==> src/rtl/hsk_pkg.sv <==
package hsk_pkg;
  typedef enum logic [2:0] {
    ST_IDLE  = 3'd0,
    ST_EVAL  = 3'd1,
    ST_SEND  = 3'd2,
    ST_ACKED = 3'd3,
    ST_RTZ   = 3'd4,
    ST_DRAIN = 3'd5
  } stage_st_e;
endpackage

==> src/rtl/hsk_delay_model.sv <==
module hsk_delay_model #(
  parameter int unsigned DELAY = 3
) (
  input  logic clk,
  input  logic rst,
  input  logic start,
  output logic done
);
  localparam int unsigned CW = (DELAY > 1) ? $clog2(DELAY) : 1;
  localparam logic [CW-1:0] LAST = CW'(DELAY - 1);

  logic [CW-1:0] cnt;

  always_ff @(posedge clk) begin
    if (rst) begin
      cnt  <= '0;
      done <= 1'b0;
    end else if (start != done) begin
      if (cnt == LAST) begin
        done <= start;
        cnt  <= '0;
      end else begin
        cnt <= cnt + 1'b1;
      end
    end else begin
      cnt <= '0;
    end
  end

  // done only moves after start has disagreed with it
  p_done_moves_r3: assert property (@(posedge clk) disable iff (rst)
    (done != $past(done)) |-> ($past(start) != $past(done)));

  // done never rises while start is low
  p_done_rise_r3: assert property (@(posedge clk) disable iff (rst)
    $rose(done) |-> start);
endmodule

==> src/rtl/hsk_data_hold.sv <==
module hsk_data_hold #(
  parameter int unsigned W = 8
) (
  input  logic         clk,
  input  logic         rst,
  input  logic         load,
  input  logic [W-1:0] d,
  output logic [W-1:0] q
);
  always_ff @(posedge clk) begin
    if (rst)       q <= '0;
    else if (load) q <= d;
  end
endmodule

==> src/rtl/hsk_order_mon.sv <==
module hsk_order_mon (
  input  logic clk,
  input  logic rst,
  input  logic in_req,
  input  logic out_ack,
  input  logic in_ack,
  input  logic out_req,
  output logic err
);
  logic in_req_q, out_ack_q;
  logic viol;

  always_comb begin
    viol = 1'b0;
    if (in_req_q && !in_req && !in_ack)   viol = 1'b1;
    if (!in_req_q && in_req && in_ack)    viol = 1'b1;
    if (!out_ack_q && out_ack && !out_req) viol = 1'b1;
    if (out_ack_q && !out_ack && out_req)  viol = 1'b1;
  end

  always_ff @(posedge clk) begin
    if (rst) begin
      in_req_q  <= 1'b0;
      out_ack_q <= 1'b0;
      err       <= 1'b0;
    end else begin
      in_req_q  <= in_req;
      out_ack_q <= out_ack;
      err       <= err | viol;
    end
  end

  // once set, the flag stays until reset
  p_err_sticky_r11: assert property (@(posedge clk) disable iff (rst)
    $past(err) |-> err);
endmodule

==> src/rtl/hsk_stage_ctrl.sv <==
module hsk_stage_ctrl
  import hsk_pkg::*;
#(
  parameter int unsigned W     = 8,
  parameter int unsigned DELAY = 3
) (
  input  logic         clk,
  input  logic         rst,
  input  logic         in_req,
  input  logic [W-1:0] in_data,
  output logic         in_ack,
  output logic [W-1:0] dp_operand,
  output logic         dp_start,
  input  logic [W-1:0] dp_result,
  output logic         dp_done,
  output logic         out_req,
  output logic [W-1:0] out_data,
  input  logic         out_ack,
  output logic         proto_err
);
  stage_st_e state;
  logic      op_load, res_load;

  assign op_load  = (state == ST_IDLE) && in_req;
  assign res_load = (state == ST_EVAL) && dp_done;

  always_ff @(posedge clk) begin
    if (rst) begin
      state    <= ST_IDLE;
      dp_start <= 1'b0;
      out_req  <= 1'b0;
      in_ack   <= 1'b0;
    end else begin
      case (state)
        ST_IDLE:  if (in_req)   begin dp_start <= 1'b1; state <= ST_EVAL;  end
        ST_EVAL:  if (dp_done)  begin out_req  <= 1'b1; state <= ST_SEND;  end
        ST_SEND:  if (out_ack)  begin in_ack   <= 1'b1; state <= ST_ACKED; end
        ST_ACKED: if (!in_req)  begin dp_start <= 1'b0; state <= ST_RTZ;   end
        ST_RTZ:   if (!dp_done) begin out_req  <= 1'b0; state <= ST_DRAIN; end
        ST_DRAIN: if (!out_ack) begin in_ack   <= 1'b0; state <= ST_IDLE;  end
        default:  state <= ST_IDLE;
      endcase
    end
  end

  hsk_data_hold #(.W(W)) u_op_hold (
    .clk(clk), .rst(rst), .load(op_load), .d(in_data), .q(dp_operand)
  );

  hsk_data_hold #(.W(W)) u_res_hold (
    .clk(clk), .rst(rst), .load(res_load), .d(dp_result), .q(out_data)
  );

  hsk_delay_model #(.DELAY(DELAY)) u_delay (
    .clk(clk), .rst(rst), .start(dp_start), .done(dp_done)
  );

  hsk_order_mon u_mon (
    .clk(clk), .rst(rst), .in_req(in_req), .out_ack(out_ack),
    .in_ack(in_ack), .out_req(out_req), .err(proto_err)
  );

  p_start_rise_r2: assert property (@(posedge clk) disable iff (rst)
    $rose(dp_start) |-> $past(in_req));

  p_outreq_rise_r4: assert property (@(posedge clk) disable iff (rst)
    $rose(out_req) |-> $past(dp_done));

  p_inack_rise_r5: assert property (@(posedge clk) disable iff (rst)
    $rose(in_ack) |-> $past(out_ack) && out_req);

  p_start_fall_r6: assert property (@(posedge clk) disable iff (rst)
    $fell(dp_start) |-> ($past(!in_req) && in_ack));

  p_outreq_fall_r7: assert property (@(posedge clk) disable iff (rst)
    $fell(out_req) |-> $past(!dp_done));

  p_inack_fall_r8: assert property (@(posedge clk) disable iff (rst)
    $fell(in_ack) |-> ($past(!out_ack) && !out_req));

  p_out_hold_r9: assert property (@(posedge clk) disable iff (rst)
    (out_data != $past(out_data)) |-> $rose(out_req));
endmodule

==> config.mk <==
export PLATFORM = sky130hd
export DESIGN_NAME = hsk_stage_ctrl
export DESIGN_NICKNAME = d
export VERILOG_FILES = /design/src/rtl/hsk_pkg.sv /design/src/rtl/hsk_delay_model.sv /design/src/rtl/hsk_data_hold.sv /design/src/rtl/hsk_order_mon.sv /design/src/rtl/hsk_stage_ctrl.sv
export SDC_FILE = /design/constraint.sdc
export NUM_CORES = 1
export LEC_CHECK = 0
export BUFFER_PORTS_ARGS = -buffer_cell sky130_fd_sc_hd__buf_2
export CORE_MARGIN = 10
export CORE_UTILIZATION = 48
export CTS_CLUSTER_DIAMETER = 150
export CTS_CLUSTER_SIZE = 14
export DETAILED_ROUTE_END_ITERATION = 8
export GPL_TIMING_DRIVEN = 0
export PLACE_DENSITY = 0.74
export SLEW_MARGIN = 5
export SYNTH_ARGS = -nofsm -noshare
export SYNTH_HDL_FRONTEND = slang
export SYNTH_HIERARCHICAL = 1
export SYNTH_SLANG_ARGS = --single-unit
==> constraint.sdc <==
create_clock -name clk -period 1.6 [get_ports clk]
set_input_delay 0.32 -clock clk [delete_from_list [all_inputs] [get_ports clk]]
set_output_delay 0.32 -clock clk [all_outputs]
set_load 0.05 [all_outputs]
==> summary.txt <==
Global routing
  • Initial antenna violation count: 0
  • First-pass GRT wire length: around 4500 um
  • GRT Residual Overflow: 0
  • Tot GR Track Use: a little over a tenth
  • Vias in the first global route: 1004
  • Largest net degree at the start of global routing: 17

Finish
  • Layout area overhead: 25.08%
  • Nets: 182
  • Antenna fix cells: 0
  • Layout cell share with drive strength beyond 1: between 30% and 40%

Worst setup path
  • Slowest-stage cell, CP: dfxtp_1
  • Reg-to-Reg End: u_res_hold/q[2]
  • Worst EP required: 1.82 ns
  • Crit Reg-Reg Startpoint: state[1]
  • R2R depth: 5
  • CP Buf/Inv Count: 2
  • Crit path capture: u_res_hold/q[2]
  • Startpoint type of the worst setup path: flop
  • Crit path DAT: 1.66 ns
  • Cell breakdown of the critical path: buf_2, nor4b_2, buf_6, mux2i_1, nor2_1
  • Crit Path Class: reg -> reg
  • Crit path max-delay family: buffers and inverters
  • Setup crit end kind: flop
  • CP max stage delay: 0.37 ns
  • Worst R2R Setup Slack: ~0.16 ns
  • CP max FO: 10
  • Critical path depth in cells: 5
  • Crit. Startpoint: state[1]

Yosys
  • Post-synthesis xor/xnor area fraction: 0.7439%
  • Primary FF master, synth: dfxtp_1
  • Synth Cell Area: roughly 1200 um2
  • Asr flop ratio synth: 0%
  • Synth warn: 6
  • Simple-gate portion of the synthesized area: roughly a fifth
  • Synthesized area per cell: 10.15 um2
  • Adder-Cell Fraction of Synth Area: roughly 1.1%
  • Post-synth EDFFs: 0
  • Sequential share of the synthesized area: between 40 and 50%
  • Compound-Gate Fraction of Synth Area: about 10%
  • Largest family of logic cells by synthesized area: simple AND/OR/NAND/NOR gates
  • Post-synthesis cell type count: 32
  • Mux share of post-synthesis cell area: around 15%
  • Post-Syn Nets: about 140
  • Flops & latches, synth: 28
  • Syn Inst Count: around 120

Die
  • # IOs: between 40 and 50
  • Chip Height: a little under 70 um
  • Rows: 17
  • Die W: around 70 um
  • Core Region: ~2300 um2
  • Initial Utilization: just over 50%
  • Die area: 4834 um2

Clocking
  • Cts bufs inserted: 3
  • Root Driver: clkbuf_4
  • H-tree Lvls: 1
  • CTS tree: done
  • Clk buf depth: 2
  • Clk slew on worst S/H paths: 0.14 ns
  • Worst-skew pair later-pin latency: 0.32 ns
  • Clock sink count: 28

Routing
  • Routed Antenna Nets: 0
  • DRT Wirelength: between 2000 and 3000 um
  • # DRC: 0
  • Drt pass-1 iters: 4
  • Via count: just under 1000
  • DR WL/cell: around 14 um
  • DR vias/cell: 5.181
  • Initial drt markers: 36

Outcome
  • Status: finished clean

Power
  • Internal power: between 1000 and 1500 uW
  • Pwr per Cell Area: between 1000 and 1500 nW/um2
  • Sequential share of power: 50.8%
  • Sw Share: between 20% and 30%
  • Static leakage: ~0.00065 uW
  • P_sw: approximately 400 uW
  • Combinational share of power: between 10% and 20%
  • Max VDD drop: roughly 570 uV
  • Clock power share: between 30% and 40%

Timing
  • Setup violations, final: 0
  • Final hold violations: 0
  • Clock skew: between 0.0015 and 0.002 ns
  • RSZ-0062 raised after global routing: false
  • Max frequency: just under 700 MHz
  • Slew margin rel.: 76.63%
  • Max-slew violation count: 0
  • Tightest hold margin: approximately 0.23 ns
  • Setup TNS: 0 ns
  • Min Tclk post-route: between 1 and 1.5 ns
  • Worst-margin pin slew: roughly 0.35 ns
  • Period utilization: between 80 and 90%

Min path
  • Hold Path Class: in -> reg

Placed design
  • Placer's final routability congestion estimate: slightly below 0.8
  • DP HPWL: 2087 um
  • IO buf count: 40

Flow run
  • Maximum Capacitance Violations: 0
==> logic make-up after synthesis <==
family / Yosys count
buffers and inverters: 9
flip-flops: 28
AND/OR/NAND/NOR: 45
XOR/XNOR: 1
AO/OA/AOI/OAI: 14
adder cells (fa/ha/maj): 1
multiplexers: 18
==> layout by cell type, fill, tap and decap left out, types with 2 or more instances in the layout <==
cell and n:
nand2_1 4, clkbuf_4 3, buf_6 3, a21oi_1 3, nor4_1 2, mux2i_1 18, buf_1 2, nand2b_1 3
dfxtp_1 27, nor2_1 23, a2111oi_2 2, inv_1 2, buf_2 41, nor3b_1 2, nor2b_1 5
==> sequential cells by signal, summed over array words and instances (netlist names) <==
signal           count
in_ack               1
out_req              1
u_mon/out_ack_q      1
state                3
u_mon/err            1
u_res_hold/q         8
u_mon/in_req_q       1
u_op_hold/q          8
u_delay/cnt          2
dp_start             1
u_delay/done         1
==> metrics by stage <==
step	instance area, um2	utilization, %	worst slack, ns	total power (uW)	instances
2_1_floorplan	1179	-	0.1724	976.6	116
3_3_place_gp	1414	62.12	0.1001	1047	184
3_5_place_dp	1414	62.12	0.1001	1057	184
4_1_cts	1466	64.43	0.08062	1502	188
5_1_grt	1473	64.71	0.06584	1549	188
6_report	1473	64.71	0.1611	1490	188
==> routing by layer <==
layer	up-vias	wire length (um)	track usage [%]
li1	492	-	-
met1	448	1044	11.31
met2	30	1311	18.75
met3	4	243	4.137
met4	0	13	2.661
met5	-	0	0
==> synthesized netlist by cell type, types with 2 or more instances <==
| master | number | area [um2] |
|---|---|---|
| nor4_1 | 2 | 12.51 |
| nor2b_1 | 5 | 31.28 |
| a21oi_1 | 3 | 15.01 |
| buf_6 | 3 | 33.78 |
| buf_1 | 2 | 7.510 |
| mux2i_1 | 18 | 180.2 |
| a2111oi_2 | 2 | 30.03 |
| nor3b_1 | 2 | 15.01 |
| nor2_1 | 23 | 86.33 |
| inv_1 | 2 | 7.510 |
| dfxtp_1 | 28 | 560.5 |
| nand2b_1 | 3 | 18.77 |
| nand2_1 | 4 | 15.01 |
==> layout make-up <==
type | count | area, um2
clock inverter | 1 | 30.03
buffer | 7 | 53.80
multi-input combinational | 79 | 561.8
fill | 190 | 803.3
sequential | 28 | 561.8
tap | 28 | 35.03
clock buffer | 3 | 22.52
inverter | 2 | 7.507
timing repair buffer | 40 | 200.2
==> repair_timing <==
action                                  CTS  global route
hold buffers                              0             0
gates resized for setup                   0             1
endpoints found under the setup margin    0             2
buffers inserted                          0             0
==> worst min path at each step <==
stage / startpoint / to / slack, ns / depth (start not counted)
finish: dp_result[7] / u_res_hold/q[7] / 0.23 / 3
CTS: dp_result[7] / u_res_hold/q[7] / 0.22 / 3
global route: in_data[1] / u_op_hold/q[1] / 0.24 / 3
floorplan: rst / u_delay/done / 0.38 / 1
global placement: u_delay/cnt[0] / u_delay/cnt[0] / 0.41 / 1
detailed placement: u_delay/cnt[0] / u_delay/cnt[0] / 0.43 / 1
==> worst min-delay path, cell delays in order <==
cell     delay [ns]
buf_2          0.07
mux2i_1        0.05
nor2_1         0.07
==> power groups by stage <==
stage	registers (uW)	logic (uW)	clock network, uW
after floorplan	855	121	0
after global placement	770	277	0
after detailed placement	773	284	0
after CTS	758	284	459
after global routing	765	305	479
final	757	282	452
Note: power is estimated with default switching activity, not from simulation.
